## config.mk

```make
export PLATFORM = sky130hd
export DESIGN_NAME = wdog_top
export DESIGN_NICKNAME = d
export VERILOG_FILES = /design/src/rtl/wdog_pkg.sv /design/src/rtl/wdog_prescaler.sv /design/src/rtl/wdog_tick_sel.sv /design/src/rtl/wdog_counter.sv /design/src/rtl/wdog_top.sv
export SDC_FILE = /design/constraint.sdc
export NUM_CORES = 1
export LEC_CHECK = 0
export ABC_CLOCK_PERIOD_IN_PS = 3000
export BUFFER_PORTS_ARGS = -buffer_cell sky130_fd_sc_hd__buf_2
export CAP_MARGIN = 5
export CELL_PAD_IN_SITES_DETAIL_PLACEMENT = 1
export CELL_PAD_IN_SITES_GLOBAL_PLACEMENT = 2
export CORE_ASPECT_RATIO = 0.5
export CORE_MARGIN = 2
export CORE_UTILIZATION = 32
export CTS_CLUSTER_DIAMETER = 50
export CTS_CLUSTER_SIZE = 30
export DETAILED_ROUTE_END_ITERATION = 12
export PLACE_DENSITY = 0.84
export SYNTH_ARGS = -nofsm -noshare
export SYNTH_HDL_FRONTEND = slang
export SYNTH_SLANG_ARGS = --single-unit
```

## constraint.sdc

```tcl
create_clock -name clk_i -period 3 [get_ports clk_i]
set_input_delay 0.45 -clock clk_i [delete_from_list [all_inputs] [get_ports clk_i]]
set_output_delay 0.45 -clock clk_i [all_outputs]
set_load 0.01 [all_outputs]
```

## src/rtl/wdog_pkg.sv

```systemverilog
package wdog_pkg;
    localparam int DATA_W   = 8;
    localparam int SEL_W    = 3;
    localparam int BIT_RUN  = 7;
    localparam int BIT_ACT  = 6;
    localparam int BIT_CLR  = 3;
    // bits that hold state in the control register: run, action, select
    localparam logic [DATA_W-1:0] CTRL_KEEP = 8'hC7;

    localparam logic ADDR_CTRL = 1'b0;
    localparam logic ADDR_CNT  = 1'b1;

    typedef struct packed {
        logic [DATA_W-1:0] ctrl;
        logic              rst_req;
        logic              nmi_req;
    } wdog_state_t;
endpackage

```

## src/rtl/wdog_prescaler.sv

```systemverilog
module wdog_prescaler #(
    parameter int STAGES = 5
) (
    input  logic              clk_i,
    input  logic              rst_ni,
    input  logic              clr_i,
    input  logic              base_i,
    output logic [STAGES-1:0] tap_o
);
    logic [STAGES-1:0] div_d, div_q;
    logic [STAGES:0]   carry;

    assign carry[0] = base_i;

    // each stage passes a pulse on every second pulse it receives
    for (genvar g = 0; g < STAGES; g++) begin : g_stage
        assign carry[g+1] = carry[g] & div_q[g];
        assign tap_o[g]   = carry[g+1];
    end

    always_comb begin
        div_d = div_q ^ carry[STAGES-1:0];
        if (clr_i) div_d = '0;
    end

    always_ff @(posedge clk_i or negedge rst_ni) begin
        if (!rst_ni) div_q <= '0;
        else         div_q <= div_d;
    end

    // a clear leaves every stage at zero
    p_prescale_clear_r10: assert property (@(posedge clk_i) disable iff (!rst_ni)
        clr_i |=> (div_q == '0));
endmodule

```

## src/rtl/wdog_tick_sel.sv

```systemverilog
module wdog_tick_sel #(
    parameter int N_PRE = 4,
    parameter int N_SUB = 4,
    parameter int SEL_W = 3
) (
    input  logic [N_PRE-1:0] pre_i,
    input  logic [N_SUB-1:0] sub_i,
    input  logic [SEL_W-1:0] sel_i,
    output logic             tick_o
);
    localparam int N_ALL = N_PRE + N_SUB;
    logic [N_ALL-1:0] all_taps;

    assign all_taps = {sub_i, pre_i};

    always_comb begin
        tick_o = 1'b0;
        for (int i = 0; i < N_ALL; i++) begin
            if (sel_i == SEL_W'(i)) tick_o = all_taps[i];
        end
    end
endmodule

```

## src/rtl/wdog_counter.sv

```systemverilog
module wdog_counter #(
    parameter int W = 8
) (
    input  logic         clk_i,
    input  logic         rst_ni,
    input  logic         clr_i,
    input  logic         step_i,
    output logic [W-1:0] cnt_o,
    output logic         wrap_o
);
    localparam logic [W-1:0] CNT_MAX = '1;

    logic [W-1:0] cnt_d, cnt_q;

    always_comb begin
        cnt_d  = cnt_q;
        wrap_o = 1'b0;
        if (clr_i) begin
            cnt_d = '0;
        end else if (step_i) begin
            cnt_d  = cnt_q + 1'b1;
            wrap_o = (cnt_q == CNT_MAX);
        end
    end

    always_ff @(posedge clk_i or negedge rst_ni) begin
        if (!rst_ni) cnt_q <= '0;
        else         cnt_q <= cnt_d;
    end

    assign cnt_o = cnt_q;

    p_step_r7: assert property (@(posedge clk_i) disable iff (!rst_ni)
        (step_i && !clr_i) |=> (cnt_q == W'($past(cnt_q) + 1'b1)));
    p_idle_r7: assert property (@(posedge clk_i) disable iff (!rst_ni)
        (!step_i && !clr_i) |=> $stable(cnt_q));
    p_clear_r4: assert property (@(posedge clk_i) disable iff (!rst_ni)
        clr_i |=> (cnt_q == '0));
endmodule

```

## src/rtl/wdog_top.sv

```systemverilog
module wdog_top
    import wdog_pkg::*;
#(
    parameter int CNT_W      = 8,
    parameter int PRE_STAGES = 5,
    parameter int N_SUB      = 4
) (
    input  logic              clk_i,
    input  logic              rst_ni,
    input  logic              wr_en_i,
    input  logic              addr_i,
    input  logic [DATA_W-1:0] wdata_i,
    output logic [DATA_W-1:0] rdata_o,
    input  logic              base_tick_i,
    input  logic [N_SUB-1:0]  sub_tick_i,
    output logic              rst_req_o,
    output logic              nmi_req_o
);
    // the first prescaler stage (divide by 2) is not selectable
    localparam int N_PRE = PRE_STAGES - 1;

    wdog_state_t st_d, st_q;
    logic        ctrl_wr, wr_clear, hold_clear;
    logic        running;
    logic [PRE_STAGES-1:0] taps;
    logic        sel_tick, wrap;
    logic [CNT_W-1:0] cnt;

    assign running    = st_q.ctrl[BIT_RUN];
    assign ctrl_wr    = wr_en_i && (addr_i == ADDR_CTRL);
    assign wr_clear   = ctrl_wr && (!wdata_i[BIT_RUN] || wdata_i[BIT_CLR]);
    assign hold_clear = wr_clear || !running;

    wdog_prescaler #(.STAGES(PRE_STAGES)) u_pre (
        .clk_i  (clk_i),
        .rst_ni (rst_ni),
        .clr_i  (hold_clear),
        .base_i (base_tick_i),
        .tap_o  (taps)
    );

    wdog_tick_sel #(.N_PRE(N_PRE), .N_SUB(N_SUB), .SEL_W(SEL_W)) u_sel (
        .pre_i  (taps[PRE_STAGES-1:1]),
        .sub_i  (sub_tick_i),
        .sel_i  (st_q.ctrl[SEL_W-1:0]),
        .tick_o (sel_tick)
    );

    wdog_counter #(.W(CNT_W)) u_cnt (
        .clk_i  (clk_i),
        .rst_ni (rst_ni),
        .clr_i  (hold_clear),
        .step_i (sel_tick),
        .cnt_o  (cnt),
        .wrap_o (wrap)
    );

    always_comb begin
        st_d         = st_q;
        st_d.rst_req = wrap && !st_q.ctrl[BIT_ACT];
        st_d.nmi_req = wrap &&  st_q.ctrl[BIT_ACT];
        if (ctrl_wr) st_d.ctrl = wdata_i & CTRL_KEEP;
    end

    always_ff @(posedge clk_i or negedge rst_ni) begin
        if (!rst_ni) st_q <= '0;
        else         st_q <= st_d;
    end

    always_comb begin
        if (addr_i == ADDR_CNT) rdata_o = DATA_W'(cnt);
        else                    rdata_o = st_q.ctrl;
    end

    assign rst_req_o = st_q.rst_req;
    assign nmi_req_o = st_q.nmi_req;

    p_stop_zero_r3: assert property (@(posedge clk_i) disable iff (!rst_ni)
        !running |=> (cnt == '0));
    p_clear_write_r4: assert property (@(posedge clk_i) disable iff (!rst_ni)
        (ctrl_wr && wdata_i[BIT_CLR]) |=> (cnt == '0));
    p_rst_pulse_r8: assert property (@(posedge clk_i) disable iff (!rst_ni)
        rst_req_o |=> !rst_req_o);
    p_wrap_zero_r8: assert property (@(posedge clk_i) disable iff (!rst_ni)
        (rst_req_o || nmi_req_o) |-> (cnt == '0));
    p_req_excl_r9: assert property (@(posedge clk_i) disable iff (!rst_ni)
        !(rst_req_o && nmi_req_o));
endmodule

```

======== After elaboration in Yosys (flattened, before gate mapping) ========
Cells that the tools add are included.
word-level totals
  bits of input ports ..................... 17
  output and inout port bits .............. 10
  word-level logic and storage cells ...... 46
  register bits ........................... 20
cells by class
  reduce and logical (&&, ||, !) cells .... 11
  bitwise gates (word level) .............. 7
  $add $sub $neg .......................... 1
  muxes and demuxes ....................... 14
  equality and inequality tests ........... 8
operator list
  operator                                                                count
  8-bit two-way mux                                                       3
  3-bit equality test (second input constant)                             4
  1-bit two-way mux                                                       10
  8-bit by 1-bit adder with 8-bit output (second input constant)          1
  8-bit equality test (second input constant)                             1
  3-bit by 2-bit equality test with 1-bit output (second input constant)  2
  1-bit AND                                                               5
  5-bit two-way mux                                                       1
  5-bit XOR                                                               1
  1-bit logical AND                                                       4
  3-bit by 1-bit equality test with 1-bit output (second input constant)  1
  1-bit logical NOT                                                       3
  3-bit logical NOT                                                       1
  1-bit logical OR                                                        2
  2-bit nonzero test                                                      1
  1-bit NOT                                                               1

======== Logic depth before layout (Yosys ltp) ========
Gate-level depths: netlist of run 1.
  depth in word-level cells ............... 13
  mapped depth ............................ 10
  mapped depth without buffers ............ 9

======== Modules after synthesis ========
From an unflattened synthesis of run 1, not the netlist that was laid out.
second synthesis, totals
  cells, all modules ...................... 85
  area total of the unflattened synthesis .. 1076.0 um2
modules (own cells, without submodules)
  module          cells each  instances  sequential area each (um2)  area an instance (um2)
  wdog_counter    39          1          200.2                       404.1
  wdog_top        27          1          175.2                       376.6
  wdog_prescaler  16          1          125.1                       231.5
  wdog_tick_sel   3           1          0.0                         63.8

======== Worst setup path before layout of run 1 ========
No wires, ideal clock.
  path type ............................... in2reg
  start ................................... input base_tick_i
  end ..................................... register u_cnt.cnt_q[1] (netlist: u_cnt.cnt_o[1])
  stages .................................. 10
  arrival time ............................ 2.439 ns
  slack ................................... 0.424 ns
  path buffers ............................ 1
  required time ........................... 2.863 ns
  library setup time ...................... 0.137 ns
  cell sequence ........................... ha_1 > ha_1 > ha_1 > ha_1 > ha_1 > mux4_1 > mux2i_2 > buf_6 > mux2i_1 > nor2_1
on the way
  word-level cells in the longest chain between the ends .. 11
  elaborated cells between the ends (all ways) .. 14
ends and longest elaborated chain
  item                                                          RTL line                                   text
  from (decl)                                                   wdog_top.sv:14                             input logic base_tick_i,
  1-bit AND (*) (2 in series)                                   wdog_prescaler.sv:17                       assign carry[g+1] = carry[g] & div_q[g];
  1-bit two-way mux or 1-bit AND (tied branches) (3 in series)  wdog_tick_sel.sv:19, wdog_prescaler.sv:17
  1-bit two-way mux (*) (5 in series)                           wdog_tick_sel.sv:19                        if (sel_i == SEL_W'(i)) tick_o = all_taps[i];
  2-bit nonzero test (no line) (*)                              -
  to (signal assigned)                                          wdog_counter.sv:28                         else cnt_q <= cnt_d;
  to (decl)                                                     wdog_counter.sv:13                         logic [W-1:0] cnt_d, cnt_q;
Every way passes the cells marked *; elsewhere a longest branch is shown, timed or not.
A chain may end at the register's enable or synchronous reset.

======== Worst setup path after layout of run 1 ========
  start ................................... register u_pre.div_q[0]
  end ..................................... register u_cnt.cnt_q[1] (netlist: u_cnt.cnt_o[1])
on the way
  word-level cells in the longest chain between the ends .. 11
  elaborated cells between the ends (all ways) .. 14
ends and longest elaborated chain
  item                                                          RTL line                                   text
  from (decl)                                                   wdog_prescaler.sv:10                       logic [STAGES-1:0] div_d, div_q;
  from (signal assigned)                                        wdog_prescaler.sv:28                       else div_q <= div_d;
  1-bit AND (*) (2 in series)                                   wdog_prescaler.sv:17
  1-bit two-way mux or 1-bit AND (tied branches) (3 in series)  wdog_tick_sel.sv:19, wdog_prescaler.sv:17
  1-bit two-way mux (*) (5 in series)                           wdog_tick_sel.sv:19
  2-bit nonzero test (no line) (*)                              -
Marks and branches as above.

==> impl_summary.txt, run 1 <==
----------------------------------------------------
[Route]
  Antenna Nets Post-Route ... 0
  Detailed-route vias per instance ... 5.06
  First-iteration detailed-routing DRC count ... 18
  Average wire length per cell after detail routing ... 14.5 um
  Drt first pass iters ... 4
  Drc violations ... 0
  Vias ... 800
  Final routed wirelength across all metal layers ... 2280 um

[Flow run]
  Max Cap Violations ... 0

[Setup path]
  Worst reg2reg setup slack ... 0.47 ns
  Kind of critical path ... flip-flop to flip-flop
  Largest incremental delay on the critical path ... 0.48 ns
  Crit path capture type ... flip-flop
  Number of buffer and inverter instances along the worst setup path ... 1
  Cells along the critical path ... ha_1 > ha_1 > ha_1 > ha_1 > ha_1 > mux4_1 > mux2i_2 > buf_4 > mux2i_1 > nor2_1
  Worst-path maximum fanout ... 15
  Crit path DAT ... 2.65 ns
  Data required time at the worst endpoint ... 3.12 ns
  Gate family responsible for the most delay along the worst path ... adder cells
  Critical path's most frequent cell ... ha_1
  CP max-delay cell ... mux4_1
  Startpoint type of the worst setup path ... flip-flop

[Pwr]
  Pint ... 0.450 mW
  Pwr per Cell Area ... 483 mW/mm^2
  Static Leak ... 0.609 nW
  Total power ... 0.608 mW
  Sw power ... 0.158 mW
  Net Sw Frac ... 26.1%
  Share of power burned in combinational logic ... 16.0%
  Clock network fraction of total power ... 34.3%
  VDD IR max ... 0.000139 V
  Flop pwr share ... 49.7%

[Global routing]
  Pin count of the biggest net entering global routing ... 21
  Remaining Overflow, GRT ... 0
  Via count of the first global-routing pass ... 770
  Global-route wire length before repair ... 3750 um
  Number of antenna violations at the first check in global routing ... 0
  Combined global-route utilization of all metal layers ... 13.4%

[Die]
  Initial core utilization ... 34.2%
  Count of pins on the block boundary ... 27
  Die ar. ... 0.00376 mm^2
  Rows ... 14
  Standard cell core area ... 0.00305 mm^2
  Die height ... 44.4 um
  Die outline width ... 84.7 um

[Synth]
  Avg Inst Size Synth ... 11.5 um^2
  Number of warnings issued by yosys ... 0
  Syn Std Cell Area ... 0.00104 mm^2
  Cells taking the most area after synthesis ... dfrtp_1, mux2_2, ha_1, mux4_1, and2_1
  Share of synthesized flip-flops with an asynchronous set or reset ... 100%
  Library cells used by synthesis ... 26
  Most used flip-flop cell after synthesis ... dfrtp_1
  Register bit total from synthesis ... 20
  Seq/Total Area, Yosys ... 48.0%
  Post-synth top area cell ... dfrtp_1
  Synthesized net count ... 114
  Area share of the largest cell type after synthesis ... 48.0%
  Number of enable-type register cells in the synthesized netlist ... 0
  Synthesized instance count ... 91

[Timing]
  Total negative setup slack ... 0 ns
  Total count of hold-check failures in the final report ... 0
  Setup slack of the critical path after layout ... 0.465 ns
  Final max-slew violation count ... 0
  Worst Hold Slack ... 0.132 ns
  Share of the cycle needed by the critical path after routing ... 84.5%
  Final setup viols ... 0
  Slew at the pin closest to its max-slew limit ... 0.644 ns
  Peak Freq ... 395 MHz
  Setup repair after global routing missed its margin ... false
  Clk_skew ... 0.00906 ns
  Clock period minus worst slack ... 2.53 ns
  Worst slew margin relative to its limit ... 56.8%

[Cells and area]
  Diode insertion count for antenna repair ... 0
  Layout Area Growth over Synthesis ... 20.9%
  Leading cell type in the layout, fill and taps excluded ... buf_2
  Share of post-route cells with drive strength above 1 ... 32.2%
  Count of filler cells inserted in the layout ... 383
  Leading cell types in the layout, fill and taps excluded ... buf_2, dfrtp_1, and2_1, mux2_2
  Core occupancy in the finished layout ... 41.3%
  Number of nets in the layout ... 142

[Clock network]
  TritonCTS Sinks ... 20
  Number of cells upsized or downsized after cts ... 0
  CTS Buf Count ... 3
  Number of buffers inserted by post-CTS setup repair ... 0
  Hold buffer count at CTS ... 0
  Clock tree from TritonCTS ... built
  Clock slew at the register clock pins of the worst setup and hold paths ... 0.08 ns
  Clock latency on the worst-skew pair ... 0.26 ns
  Maximum clock path buffer count ... 2
  H-tree lvl count ... 1
  Root buffer cell ... clkbuf_8

[Min path]
  Class of the most critical hold timing path ... input port to asynchronous set/reset pin

[Place]
  Worst setup slack after placement ... 0.233 ns
  Number of buffers added on ports ... 24
  Final weighted congestion of routability-driven global placement ... 0.680
  HPWL Detailed ... 1680 um

[Status]
  Outcome ... completed

----------------------------------------------------
==> stage by stage <==
step | std cells | instance area (um^2)
floorplan | 91 | 1040
global placement | 154 | 1200
detailed placement | 154 | 1200
CTS | 158 | 1260
global route | 158 | 1260
finish | 158 | 1260
==> cells by family (layout without fill, tap and decap cells) <==
kind of cell,count (synthesis),in the layout,share of synthesized area (%)
multiplexers,12,12,16.0
adder cells (fa/ha/maj),6,6,7.20
AND/OR/NAND/NOR,32,32,17.4
flip-flops,20,20,48.0
AO/OA/AOI/OAI,16,16,8.40
buffers and inverters,4,31,2.16
XOR/XNOR,1,1,0.840
==> worst paths after layout <==
kind,end,from,cells after the start
max reg2reg,u_cnt.cnt_o[1],u_pre.div_q[0],10
min reg2reg,rst_req_o,st_q[8],1
min in group clk_i,st_q[8],wdata_i[6],3
min,u_cnt.cnt_o[0],rst_ni,1
max,u_cnt.cnt_o[1],u_pre.div_q[0],10
max in group asynchronous,u_pre.div_q[2],rst_ni,1
==> cell usage after synthesis, types with 2 or more instances <==
library cell and instances:
dfrtp_1 20, and2_1 8, mux2_2 8, a21oi_1 6, ha_1 6, nand2_1 6
o21ai_0 6, or3_1 4, nand3_1 3, inv_1 2, mux4_1 2, nor2_1 2
nor2b_1 2, nor4_1 2, o31ai_1 2, or4_1 2
==> flip-flops by register name (all words and copies together), names as in the netlist <==
name	flops
u_cnt.cnt_o	8
rst_req_o	1
nmi_req_o	1
u_pre.div_q	5
running	1
st_q	4
==> per-layer routing <==
metal	share of wire (%)	track usage, %
met1	44	16.1
met2	52	23.8
met3	2.5	3.92
met4	1.2	4.76
met5	0	0
==> final cells by class <==
| class | instances | area (um^2) | area share [%] |
|---|---|---|---|
| repair buffers | 25 | 128 | 10.1 |
| well taps | 40 | 50.0 | 3.97 |
| multi-input cells | 67 | 519 | 41.2 |
| clock buffers | 4 | 55.1 | 4.37 |
| flip-flops and latches | 20 | 500 | 39.7 |
| inverters | 2 | 7.51 | 0.596 |
==> power groups by stage <==
stage          clock network, mW  logic [mW]  registers [mW]
2_1_floorplan                  0      0.0647           0.302
3_5_place_dp                   0      0.0983           0.308
3_3_place_gp                   0      0.0949           0.307
5_1_grt                    0.228       0.110           0.305
6_report                   0.209      0.0972           0.302
4_1_cts                    0.218      0.0991           0.302
==> worst register-to-register path: stages, from the launching register on <==
cell	delay, ns
dfrtp_1	0.37
ha_1	0.18
ha_1	0.19
ha_1	0.19
ha_1	0.19
ha_1	0.17
mux4_1	0.48
mux2i_2	0.16
buf_4	0.22
mux2i_1	0.20
nor2_1	0.05
Note: power is estimated with default switching activity, not from simulation.
==> run 2: changes to the inputs <==
--- a/config.mk
+++ b/config.mk
@@ -5,18 +5,18 @@
 export SDC_FILE = /design/constraint.sdc
 export NUM_CORES = 1
 export LEC_CHECK = 0
-export ABC_CLOCK_PERIOD_IN_PS = 3000
+export ABC_CLOCK_PERIOD_IN_PS = 2100
 export BUFFER_PORTS_ARGS = -buffer_cell sky130_fd_sc_hd__buf_2
 export CAP_MARGIN = 5
 export CELL_PAD_IN_SITES_DETAIL_PLACEMENT = 1
 export CELL_PAD_IN_SITES_GLOBAL_PLACEMENT = 2
 export CORE_ASPECT_RATIO = 0.5
 export CORE_MARGIN = 2
-export CORE_UTILIZATION = 32
+export CORE_UTILIZATION = 29
 export CTS_CLUSTER_DIAMETER = 50
 export CTS_CLUSTER_SIZE = 30
 export DETAILED_ROUTE_END_ITERATION = 12
-export PLACE_DENSITY = 0.84
+export PLACE_DENSITY = 0.81
 export SYNTH_ARGS = -nofsm -noshare
 export SYNTH_HDL_FRONTEND = slang
 export SYNTH_SLANG_ARGS = --single-unit
==> constraint.sdc (replaced) <==
create_clock -name clk_i -period 2.1 [get_ports clk_i]
set_input_delay 0.315 -clock clk_i [delete_from_list [all_inputs] [get_ports clk_i]]
set_output_delay 0.315 -clock clk_i [all_outputs]
set_load 0.01 [all_outputs]
==> run 2 against run 1 <==
  * Die area is 9.6% higher
  * Highest routed layer unchanged
  * The run now ends with hold timing, setup timing left
  * Sequential share of layout area is 2.9 points lower
  * Count of clock-buffer cells in the layout is 1 lower
  * Fmax is 7.1% higher
  * Clock skew is 0.00055 ns lower
  * Cell count is 7.0% higher
  * Non-clock buffer count stayed put
  * Critical path depth stayed put
  * Worst hold slack worse by 0.14 ns
  * Utilization is 1.7 points lower
  * Critical path type unchanged
  * Total power is 62% higher
==> impl_summary.txt, run 2 (synthesis results as in run 1) <==
----------------------------------------------------
[Status]
  Outcome ... finished, violations left
  Violations in the final reports ... hold timing, setup timing

[Timing]
  Worst slew margin relative to its limit ... 58.3% (+1.5 points)
  Clk_skew ... 0.00851 ns (-0.000555 ns)
  Peak Freq ... 423 MHz (+7.1%)
  Share of the cycle needed by the critical path after routing ... 113% (+28 points)
  Slew at the pin closest to its max-slew limit ... 0.621 ns (-0.0230 ns)
  Worst Hold Slack ... -0.0118 ns (-0.144 ns)
  Total count of hold-check failures in the final report ... 20 (+20)
  Clock period minus worst slack ... 2.37 ns (-0.168 ns)
  Total negative setup slack ... -2.22 ns (-2.22 ns)
  Final setup viols ... 10 (+10)
  Setup repair after global routing missed its margin ... true
  Final max-slew violation count ... 0 (unchanged)
  Setup slack of the critical path after layout ... -0.266 ns (-0.732 ns)

[Cells and area]
  Diode insertion count for antenna repair ... 0 (unchanged)
  Leading cell types in the layout, fill and taps excluded ... buf_2, dfrtp_1, and2_1, mux2_2
  Leading cell type in the layout, fill and taps excluded ... buf_2
  Number of nets in the layout ... 142 (unchanged)
  Share of post-route cells with drive strength above 1 ... 37.3% (+5.1 points)
  Number of flip-flops under the largest register name ... 8 (unchanged)
  Final cell count without fillers ... 169 (+7.0%)
  Layout Area Growth over Synthesis ... 30.5%

[Die]
  Count of pins on the block boundary ... 27 (unchanged)
  Rows ... 15 (+1)
  Die height ... 46.4 um (+4.6%)
  Standard cell core area ... 0.00343 mm^2 (+13%)
  Die outline width ... 88.8 um (+4.8%)
  Die ar. ... 0.00412 mm^2 (+9.6%)
  Initial core utilization ... 30.3% (-3.8 points)

[Setup path]
  Kind of critical path ... flip-flop to flip-flop
  Largest incremental delay on the critical path ... 0.48 ns (about the same)
  Cells along the critical path ... ha_2 > ha_4 > ha_4 > ha_4 > ha_4 > mux4_2 > mux2i_4 > buf_12 > mux2i_1 > nor2_1
  Crit path DAT ... 2.50 ns (-0.15 ns)
  Crit path capture type ... flip-flop
  Critical path's most frequent cell ... ha_4
  CP max-delay cell ... mux4_2
  Startpoint type of the worst setup path ... flip-flop
  Worst-path maximum fanout ... 15 (unchanged)
  Data required time at the worst endpoint ... 2.24 ns (-0.88 ns)

[Clock network]
  Clock tree from TritonCTS ... built
  Maximum clock path buffer count ... 2 (unchanged)
  CTS Buf Count ... 3 (unchanged)
  Clock slew at the register clock pins of the worst setup and hold paths ... 0.09 ns (about the same)
  Number of buffers inserted by post-CTS setup repair ... 0 (unchanged)
  TritonCTS Sinks ... 20 (unchanged)
  Clock latency on the worst-skew pair ... 0.27 ns (about the same)
  H-tree lvl count ... 1 (unchanged)
  Root buffer cell ... clkbuf_8

[Route]
  Drt first pass iters ... 2 (-2)
  Detailed-route vias per instance ... 4.70 (-7.2%)
  Drc violations ... 0 (unchanged)
  Average wire length per cell after detail routing ... 13.8 um (-4.5%)
  Vias ... 794 (-0.75%)
  Antenna Nets Post-Route ... 0 (unchanged)
  Final routed wirelength across all metal layers ... 2330 um (+2.1%)
  First-iteration detailed-routing DRC count ... 32 (+14)

[Global routing]
  Most crowded layer after global routing ... met2
  Via count of the first global-routing pass ... 805 (+4.5%)
  Remaining Overflow, GRT ... 0 (unchanged)
  Combined global-route utilization of all metal layers ... 13.2% (-0.21 points)
  Number of antenna violations at the first check in global routing ... 0 (unchanged)
  Met3 Use GR ... 4.30% (+0.38 points)
  Met2 track demand over resource in global routing ... 23.4% (-0.35 points)
  Global-route wire length before repair ... 3910 um (+4.4%)
  Global routing usage on met1 ... 16.0% (-0.035 points)
  Pin count of the biggest net entering global routing ... 21 (unchanged)

[Place]
  Final weighted congestion of routability-driven global placement ... 0.728 (+7.1%)
  HPWL Detailed ... 1800 um (+7.4%)
  Placed Cells ... 165 (+7.1%)
  Number of buffers added on ports ... 24 (unchanged)

[Min path]
  Class of the most critical hold timing path ... input port to asynchronous set/reset pin

[Pwr]
  Total power ... 0.986 mW (+62%)
  Static Leak ... 0.603 nW (-1.1%)
  VDD IR max ... 0.000263 V (+89%)
  Pwr per Cell Area ... 725 mW/mm^2 (+50%)

[Flow run]
  Max Cap Violations ... 0 (unchanged)

----------------------------------------------------
==> run 2: cell count changes in the layout (fill, tap and decap cells not counted) <==
cell,delta
mux2i_2,-1
ha_1,-5
ha_4,+4
bufinv_16,+1
mux4_2,+1
buf_12,+1
clkbuf_8,-1
ha_2,+1
buf_4,-1
mux2i_4,+1
mux4_1,-1
==> run 2: what timing repair did <==
action,in CTS,in global routing
gates resized for setup,0,0
hold buffers,0,0
setup endpoints to repair,10,10
pin swaps,0,0
==> run 2: cell type report <==
type	instances	area [um^2]
Sequential cell	20	500
Tap cell	51	63.8
Clock inverter	1	30.0
Timing Repair Buffer	25	140
Inverter	2	7.51
Clock buffer	3	41.3
Fill cell	378	2070
Multi-Input combinational cell	67	577
==> run 2: final timing paths <==
path	from	endpoint	slack, ns	cells after the start
worst min-delay path	rst_ni	u_cnt.cnt_o[3]	-0.01	1
worst max-delay path	u_pre.div_q[0]	u_cnt.cnt_o[1]	-0.27	10
worst max register to register	u_pre.div_q[0]	u_cnt.cnt_o[1]	-0.27	10
max in group asynchronous	rst_ni	running	1.79	1
min in group clk_i	wdata_i[6]	st_q[8]	0.25	3
worst min register to register	st_q[8]	rst_req_o	0.44	1
==> run 2: where the power goes <==
group          switching, mW  total (mW)  internal [mW]
Clock                  0.143       0.397          0.255
Combinational         0.0746       0.155         0.0803
Sequential            0.0260       0.434          0.408
==> run 2: worst max-delay path: cells and delay by family, from the launching register on <==
family,cells,cell delay (ns)
multiplexers,3,0.83
AND/OR/NAND/NOR,1,0.05
buffers and inverters,1,0.15
flip-flops,1,0.37
adder cells (fa/ha/maj),5,0.83
==> run 2: layer usage <==
layer  wire [um]  share of wire, %
met4          17              0.73
met3          52               2.2
met1        1030                44
met5           0                 0
met2        1230                53
==> run 2: stage by stage <==
step	instance area, um^2	utilization, %	worst slack [ns]
3_5_place_dp	1290	37.5	-0.334
6_report	1360	39.6	-0.266
2_1_floorplan	1100	-	-0.226
3_3_place_gp	1290	37.5	-0.292
5_1_grt	1360	39.6	-0.360
4_1_cts	1360	39.6	-0.289
